<file path="config.mk">
export PLATFORM = sky130hd
export DESIGN_NAME = cfg3w_loader
export DESIGN_NICKNAME = d
export VERILOG_FILES = /design/src/rtl/cfg3w_pkg.sv /design/src/rtl/cfg3w_sync.sv /design/src/rtl/cfg3w_collect.sv /design/src/rtl/cfg3w_bank.sv /design/src/rtl/cfg3w_loader.sv
export SDC_FILE = /design/constraint.sdc
export NUM_CORES = 1
export LEC_CHECK = 0
export CELL_PAD_IN_SITES_DETAIL_PLACEMENT = 1
export CELL_PAD_IN_SITES_GLOBAL_PLACEMENT = 1
export CORE_UTILIZATION = 30
export DETAILED_ROUTE_END_ITERATION = 16
export PLACE_DENSITY_LB_ADDON = 0.1
export SLEW_MARGIN = 30
export SYNTH_ARGS = -nofsm -noshare
export SYNTH_HDL_FRONTEND = slang
export SYNTH_SLANG_ARGS = --single-unit
</file>
<file path="constraint.sdc">
create_clock -name clk -period 1.9 [get_ports clk]
set_input_delay 0.38 -clock clk [delete_from_list [all_inputs] [get_ports clk]]
set_output_delay 0.38 -clock clk [all_outputs]
set_load 0.005 [all_outputs]
</file>
<file path="src/rtl/cfg3w_pkg.sv">
package cfg3w_pkg;

    localparam int WORD_W      = 24;
    localparam int SEL_W       = 2;
    localparam int DATA_W      = WORD_W - SEL_W;
    localparam int SYNC_STAGES = 2;
    localparam int NUM_LATCH   = 4;

    localparam int LAT_REF = 0;
    localparam int LAT_AB  = 1;
    localparam int LAT_FN  = 2;
    localparam int LAT_INI = 3;

    localparam int LINE_SCLK = 0;
    localparam int LINE_DATA = 1;
    localparam int LINE_LE   = 2;
    localparam int NUM_LINES = 3;

    typedef enum logic [SEL_W-1:0] {
        DST_REF = 2'b00,
        DST_AB  = 2'b01,
        DST_FN  = 2'b10,
        DST_INI = 2'b11
    } dest_e;

    typedef struct packed {
        logic [DATA_W-1:0] payload;
        dest_e             dest;
    } frame_t;

    // Set of registers written by one destination code
    function automatic logic [NUM_LATCH-1:0] dest_mask(input dest_e d);
        logic [NUM_LATCH-1:0] m;
        m = '0;
        case (d)
            DST_REF: m[LAT_REF] = 1'b1;
            DST_AB:  m[LAT_AB]  = 1'b1;
            DST_FN:  m[LAT_FN]  = 1'b1;
            DST_INI: begin
                m[LAT_INI] = 1'b1;
                m[LAT_FN]  = 1'b1;
            end
            default: m = '0;
        endcase
        return m;
    endfunction

endpackage

</file>
<file path="src/rtl/cfg3w_sync.sv">
module cfg3w_sync #(
    parameter int WIDTH  = 3,
    parameter int STAGES = 2
) (
    input  logic             clk,
    input  logic             rst,
    input  logic [WIDTH-1:0] async_in,
    output logic [WIDTH-1:0] level_q,
    output logic [WIDTH-1:0] rise_q
);

    genvar g;
    generate
        for (g = 0; g < WIDTH; g++) begin : g_line
            logic [STAGES-1:0] chain;
            logic              last;

            always_ff @(posedge clk) begin
                if (rst) begin
                    chain <= '0;
                    last  <= 1'b0;
                end else begin
                    chain <= {chain[STAGES-2:0], async_in[g]};
                    last  <= chain[STAGES-1];
                end
            end

            assign level_q[g] = chain[STAGES-1];
            assign rise_q[g]  = chain[STAGES-1] & ~last;
        end
    endgenerate

endmodule

</file>
<file path="src/rtl/cfg3w_collect.sv">
module cfg3w_collect
    import cfg3w_pkg::*;
#(
    parameter int WORD_BITS = WORD_W,
    localparam int CW = $clog2(WORD_BITS + 2) + 1
) (
    input  logic                 clk,
    input  logic                 rst,
    input  logic                 sclk_rise,
    input  logic                 le_rise,
    input  logic                 dat,
    output logic [WORD_BITS-1:0] word_q,
    output logic                 word_vld,
    output logic                 frame_err
);

    localparam logic [CW-1:0] FULL = CW'(WORD_BITS);
    localparam logic [CW-1:0] CAP  = CW'(WORD_BITS + 1);

    logic [WORD_BITS-1:0] shreg;
    logic [CW-1:0]        cnt;

    always_ff @(posedge clk) begin
        if (rst) begin
            shreg     <= '0;
            cnt       <= '0;
            word_q    <= '0;
            word_vld  <= 1'b0;
            frame_err <= 1'b0;
        end else begin
            word_vld  <= 1'b0;
            frame_err <= 1'b0;
            if (le_rise) begin
                if (cnt == FULL) begin
                    word_vld <= 1'b1;
                    word_q   <= shreg;
                end else begin
                    frame_err <= 1'b1;
                end
                cnt <= '0;
            end else if (sclk_rise) begin
                shreg <= {shreg[WORD_BITS-2:0], dat};
                if (cnt != CAP) cnt <= cnt + 1'b1;
            end
        end
    end

    p_full_loads_r2: assert property (@(posedge clk) disable iff (rst)
        (le_rise && cnt == FULL) |=> (word_vld && !frame_err));

    p_bad_length_r7: assert property (@(posedge clk) disable iff (rst)
        (le_rise && cnt != FULL) |=> (frame_err && !word_vld));

    p_count_restart_r10: assert property (@(posedge clk) disable iff (rst)
        le_rise |=> (cnt == '0));

    p_count_bounded_r7: assert property (@(posedge clk) disable iff (rst)
        cnt <= CAP);

endmodule

</file>
<file path="src/rtl/cfg3w_bank.sv">
module cfg3w_bank
    import cfg3w_pkg::*;
#(
    parameter int DW = DATA_W,
    parameter int NL = NUM_LATCH
) (
    input  logic                  clk,
    input  logic                  rst,
    input  logic                  word_vld,
    input  logic [DW+SEL_W-1:0]   word,
    output logic [NL-1:0][DW-1:0] lat_q,
    output logic [NL-1:0]         upd_q
);

    frame_t          frm;
    logic [NL-1:0]   hit;

    assign frm = frame_t'(word);
    assign hit = word_vld ? NL'(dest_mask(frm.dest)) : '0;

    genvar k;
    generate
        for (k = 0; k < NL; k++) begin : g_lat
            logic [DW-1:0] r_val;
            logic          r_upd;

            always_ff @(posedge clk) begin
                if (rst) begin
                    r_val <= '0;
                    r_upd <= 1'b0;
                end else begin
                    r_upd <= hit[k];
                    if (hit[k]) r_val <= frm.payload;
                end
            end

            assign lat_q[k] = r_val;
            assign upd_q[k] = r_upd;
        end
    endgenerate

    p_strobe_once_r9: assert property (@(posedge clk) disable iff (rst)
        upd_q[LAT_REF] |=> !upd_q[LAT_REF]);

    p_init_mirrors_r6: assert property (@(posedge clk) disable iff (rst)
        upd_q[LAT_INI] |-> (upd_q[LAT_FN] && lat_q[LAT_FN] == lat_q[LAT_INI]));

    p_quiet_hold_r8: assert property (@(posedge clk) disable iff (rst)
        !word_vld |=> $stable(lat_q));

    p_one_target_r3: assert property (@(posedge clk) disable iff (rst)
        $onehot0({upd_q[LAT_FN], upd_q[LAT_AB], upd_q[LAT_REF]}));

endmodule

</file>
<file path="src/rtl/cfg3w_loader.sv">
module cfg3w_loader
    import cfg3w_pkg::*;
(
    input  logic              clk,
    input  logic              rst,
    input  logic              cfg_sclk,
    input  logic              cfg_sdata,
    input  logic              cfg_latch,
    output logic [DATA_W-1:0] ref_word,
    output logic [DATA_W-1:0] ab_word,
    output logic [DATA_W-1:0] fn_word,
    output logic [DATA_W-1:0] ini_word,
    output logic              ref_stb,
    output logic              ab_stb,
    output logic              fn_stb,
    output logic              ini_stb,
    output logic              frame_err
);

    logic [NUM_LINES-1:0]             lvl;
    logic [NUM_LINES-1:0]             rise;
    logic [NUM_LINES-1:0]             raw;
    logic [WORD_W-1:0]                word;
    logic                             word_vld;
    logic [NUM_LATCH-1:0][DATA_W-1:0] lat;
    logic [NUM_LATCH-1:0]             upd;

    always_comb begin
        raw            = '0;
        raw[LINE_SCLK] = cfg_sclk;
        raw[LINE_DATA] = cfg_sdata;
        raw[LINE_LE]   = cfg_latch;
    end

    cfg3w_sync #(.WIDTH(NUM_LINES), .STAGES(SYNC_STAGES)) u_sync (
        .clk      (clk),
        .rst      (rst),
        .async_in (raw),
        .level_q  (lvl),
        .rise_q   (rise)
    );

    cfg3w_collect #(.WORD_BITS(WORD_W)) u_collect (
        .clk       (clk),
        .rst       (rst),
        .sclk_rise (rise[LINE_SCLK]),
        .le_rise   (rise[LINE_LE]),
        .dat       (lvl[LINE_DATA]),
        .word_q    (word),
        .word_vld  (word_vld),
        .frame_err (frame_err)
    );

    cfg3w_bank #(.DW(DATA_W), .NL(NUM_LATCH)) u_bank (
        .clk      (clk),
        .rst      (rst),
        .word_vld (word_vld),
        .word     (word),
        .lat_q    (lat),
        .upd_q    (upd)
    );

    assign ref_word = lat[LAT_REF];
    assign ab_word  = lat[LAT_AB];
    assign fn_word  = lat[LAT_FN];
    assign ini_word = lat[LAT_INI];
    assign ref_stb  = upd[LAT_REF];
    assign ab_stb   = upd[LAT_AB];
    assign fn_stb   = upd[LAT_FN];
    assign ini_stb  = upd[LAT_INI];

endmodule

</file>
Word level (Yosys, flattened, before mapping)

Cells that the tools add are included.

$add $sub $neg: 1
Reduce and logical (&&, ||, !) cells: 7
Eq/ne operators: 5
Bitwise logic cells: 5
Multiplexer cells: 7

Operators with widths:

| kind                                                | count |
|---|---|
| adder 6 x 1 -> 6 bit, second input constant         | 1 |
| equality test 6 x 5 -> 1 bit, second input constant | 1 |
| two-way mux 1 bit                                   | 6 |
| != test 6 x 5 -> 1 bit, second input constant       | 1 |
| AND reduction 2 bit                                 | 3 |
| OR reduction 2 bit                                  | 3 |
| equality test 2 bit, second input constant          | 2 |
| two-way mux 4 bit                                   | 1 |
| inverter 1 bit                                      | 3 |
| bitwise AND 1 bit                                   | 2 |
| equality test 2 x 1 -> 1 bit, second input constant | 1 |
| zero test 2 bit                                     | 1 |

Logic and storage cells: 43
Output and inout bits: 93
Bits in registers: 156

Longest topological paths before layout

Depth after elaboration: 4
Mapped depth: 7
Depth with buffers taken out: 4

By module

A second synthesis with hierarchy kept.

Cell total of the unflattened synthesis: 641
Area total of the unflattened synthesis: 6408.6 um2

By module, submodules not included:

| module        | area each (um2) | cells each | instances | seq. area each (um2) |
|---|---|---|---|---|
| cfg3w_bank    | 3779.9          | 359        | 1         | 1841.8 |
| cfg3w_collect | 2351.0          | 258        | 1         | 1121.1 |
| cfg3w_sync    | 277.8           | 24         | 1         | 180.2 |

Worst setup path after synthesis

No wires, ideal clock.

Path kind: flip-flop to flip-flop
Start point: register u_collect.cnt[0]
End point: register u_collect.word_q[3]
Path slack: 0.417 ns
Arrival: 1.367 ns
Path buffers: 3
Required time: 1.784 ns
Cell stages (with the launch flop): 8
Cells stage by stage: dfxtp_1 inv_1 ha_1 clkbuf_1 and3_4 buf_6 buf_6 a31o_1

Word-level cells in the longest chain between the ends: 2

RTL lines:

| what                                 | RTL line            | text |
|---|---|---|
| start, declared                      | cfg3w_collect.sv:21 | `logic [CW-1:0] cnt;` |
| start signal, assigned               | cfg3w_collect.sv:43 | `if (cnt != CAP) cnt <= cnt + 1'b1;` |
| equality test 6 x 5 -> 1 bit         | cfg3w_collect.sv:34 | `if (cnt == FULL) begin` |
| AND reduction 2 bit (no source line) | -                   |  |
| end signal, assigned                 | cfg3w_collect.sv:36 | `word_q <= shreg;` |
| end, declared                        | cfg3w_collect.sv:12 | `output logic [WORD_BITS-1:0] word_q,` |

No other way between the ends.
A chain may end at the register's enable or synchronous reset.

Worst setup path in the final report

Start point: register u_bank.g_lat[3].r_val[11]
End point: output ini_word[11]

RTL lines:

| what                   | RTL line           | text |
|---|---|---|
| start, declared        | cfg3w_bank.sv:24   | `logic [DW-1:0] r_val;` |
| start signal, assigned | cfg3w_bank.sv:33   | `if (hit[k]) r_val <= frm.payload;` |
| end, declared          | cfg3w_loader.sv:12 | `output logic [DATA_W-1:0] ini_word,` |

No word-level cell between the ends.

==> summary.md <==
| Metric | Value |
|---|---|
| Status | completed |
| DR vias | between 4k and 5k |
| Number of remaining DRC errors | 0 |
| Rel. slew slack | roughly 66% |
| Leakage Power | approximately 2.4 nW |
| Max IR drop VDD | about 0.64 mV |
| Critical Path AT | 1330 ps |
| Post-CTS Setup Bufs | 0 |
| DP HPWL | approximately 11000 um |
| Critical path class | flop to output pin |
| Seq/Total Area, Yosys | between 50% and 60% |
| 1st-iter DRT viols | 260 |
| GP Congestion | ~0.71 |
| Combinational Power Share | under 10% |
| Sequential Power Share | between 40% and 50% |
| Utilization after layout | 40.11% |
| Main synth FF type | dfxtp_1 |
| Max Clock Skew | between 8 and 9 ps |
| Critical Path Fanout Max | 2 |
| Pins Over Slew Limit | 0 |
| Post-synthesis cell count | between 600 and 700 |
| Post-synthesis average cell area | 8.435 um^2 |
| Power Total | ~6.8 mW |
| Maxcap violations | 0 |
| CTS buffer count | 17 |
| Top post-synthesis cells by area | dfxtp_1, nand2_1, a21oi_1 |
| Syn. warnings | 0 |
| Post-Layout Inst Area | ~0.0075 mm^2 |
| Clock power frac | between 40% and 50% |
| Reg clk slew, reported paths | approximately 60 ps |
| Post-CTS Hold Buffers | 0 |
| Antenna-violating nets left | 0 |
| Worst path max stage delay | roughly 530 ps |
| Gr usage total | 17.21% |
| Post-CTS Resized | 0 |
| Hold Crit Class | input pin to flop |
| Pre-CTS WS | approximately 380 ps |
| Post-synth top area share | a little over half |
| Die X | roughly 140 um |
| GRT overflow | 0 |
| Number of flops mapped to enable cells by yosys | 0 |
| Power density cells | slightly above 900 mW/mm^2 |
| H-tree levels | 4 |
| Initial core utilization | a little under a third |
| IO buf count | 97 |
| # setup viols final | 0 |
| Worst EP required | 1520 ps |
| First-pass GRT wire length | between 20000 and 30000 um |
| Most common library cells after synthesis | nand2_1, dfxtp_1, a21oi_1 |
| # IOs | 98 |
| Final Critical Period | 1712 ps |
| Fin nets | 765 |
| CP max-delay cell | clkdlybuf4s50_1 |
| Switching part of the total | about 22% |
| Root Driver | clkbuf_16 |
| Routed wire length per instance | 16.40 um |
| Worst path cell trace | clkdlybuf4s50_1 |
| Upper clock frequency limit | slightly below 600 MHz |
| Flop and latch count out of synthesis | 156 |
| Layout cells sized above 1 | approximately 8% |
| Worst Slack Setup Final | about 190 ps |
| Routed WL | 16460 um |
| Syn Nets | 689 |
| CP delay by family, top | buffers and inverters |
| Total negative setup slack | 0 ps |
| Pin count of the biggest net entering global routing | 55 |
| Initial antenna violation count | 0 |
| Layout area overhead | 30.63% |
| N_diodes | 0 |
| Async S/R FF share, synth | 0% |
| Final Non-Filler Cells | 1004 |
| Placement Cell Area | about 0.007 mm^2 |
| Core area | roughly 0.019 mm^2 |
| Final Hold Viols | 0 |
| Fin crit share | 90.08% |
| TritonCTS clock tree | yes |
| Synth unique cells | 37 |
| DIE AREA | about 0.020 mm^2 |
| Hold slack | just under 300 ps |
| DR vias/cell | roughly 5.0 |
| Max Buffers Root-to-Sink | 2 |
| Placed Cells | slightly below 1k |
| First-pass DRT Iterations | 4 |
| Clock sink count | ~160 |
| Worst setup EP type | output pin |
| Number of global-route vias before repair | between 5k and 6k |
| Worst-Margin Slew | between 500 and 600 ps |
| DIE HEIGHT | about 140 um |
| Leading area contributor after synthesis | dfxtp_1 |
| Startpoint Class | flop |
| Rows | 50 |
| CP bufs+invs | 1 |
| Synthesized area | 0.005744 mm^2 |
| RSZ-0062 raised after global routing | false |
| Clk_lat worst skew | 430 ps |
| Most common cell in the synthesized netlist | nand2_1 |
| NetSw | around 1.5 mW |
| P_int | 5.323 mW |
-- cells by family after synthesis --
kind of cell | synth area share, %
compound gates | 20.02
fa+ha+maj | 0.6535
buf+inv | 6.447
mux | 0.5445
simple gates | 17.97
flops | 54.37
-- routing by layer --
| layer | up-vias | track usage (%) | wire (um) |
|---|---|---|---|
| met2 | 102 | 29.16 | 7786 |
| met1 | 2416 | 21.72 | 7821 |
| li1 | 2454 | - | - |
| met3 | 17 | 3.350 | 634 |
| met5 | - | 0 | 0 |
| met4 | 0 | 6.073 | 221 |
-- worst reg2reg max path, cell delays in order (launching register included) --
cell	delay (ps)
dfxtp_1	310
nand2b_1	160
buf_4	230
a21oi_1	350
mux2_2	380
-- placed cells by master (no fill, tap or decap), types with 2 or more instances in the layout --
cell type | Yosys | final
nand2b_1 | 2 | 2
nand3_1 | 29 | 29
a21oi_1 | 113 | 113
a311oi_1 | 24 | 24
and3_1 | 2 | 2
a31o_1 | 20 | 20
clkbuf_16 | 0 | 17
inv_1 | 26 | 26
clkdlybuf4s50_1 | 0 | 96
nor2b_1 | 10 | 9
bufinv_16 | 0 | 2
ha_1 | 3 | 3
mux2i_1 | 2 | 2
clkinvlp_4 | 0 | 4
nor3_1 | 3 | 3
a31o_2 | 4 | 4
clkbuf_8 | 0 | 2
dfxtp_1 | 156 | 156
clkinv_2 | 0 | 2
or3_1 | 2 | 2
nor2_1 | 4 | 4
clkinv_4 | 0 | 5
nand2_1 | 179 | 179
o21ai_0 | 25 | 25
a211oi_1 | 3 | 3
buf_4 | 1 | 20
-- area by class of cell --
cell class,count,area [um^2]
tap,234,292.8
sequential,156,3123
fill,2185,11200
timing repair buffer,117,1131
inverter,27,101.3
multi-input combinational,438,2258
clock buffer,19,452.9
clock inverter,13,143.9
-- state kept, by name (all words and copies together), names as in the netlist --
| register | count |
|---|---|
| u_bank.g_lat.r_val | 88 |
| u_collect.shreg | 24 |
| u_collect.word_q | 24 |
| u_collect.cnt | 6 |
| u_sync.g_line.chain | 6 |
| u_bank.g_lat.r_upd | 4 |
| u_sync.g_line.last | 2 |
| u_collect.frame_err | 1 |
| u_collect.word_vld | 1 |
-- final timing paths --
| path | from | end | slack [ps] | cells past startpoint |
|---|---|---|---|---|
| hold / removal | rst | u_collect.shreg[13] | 290 | 2 |
| setup reg to reg | u_sync.g_line[0].last | u_collect.cnt[0] | 370 | 4 |
| hold reg to reg | u_sync.g_line[2].chain[0] | u_sync.g_line[2].chain[1] | 440 | 1 |
| setup / recovery | u_bank.g_lat[3].r_val[11] | ini_word[11] | 190 | 1 |
-- power by group through the flow --
stage / sequential, mW / clock, mW / combinational, mW
after floorplan: 3.36 / 0 / 0.103
after global placement: 3.36 / 0 / 0.154
after detailed placement: 3.36 / 0 / 0.156
after CTS: 3.28 / 3.49 / 0.157
after global routing: 3.28 / 3.63 / 0.168
final: 3.28 / 3.41 / 0.154
No activity file was read; power rests on OpenSTA's default activity.
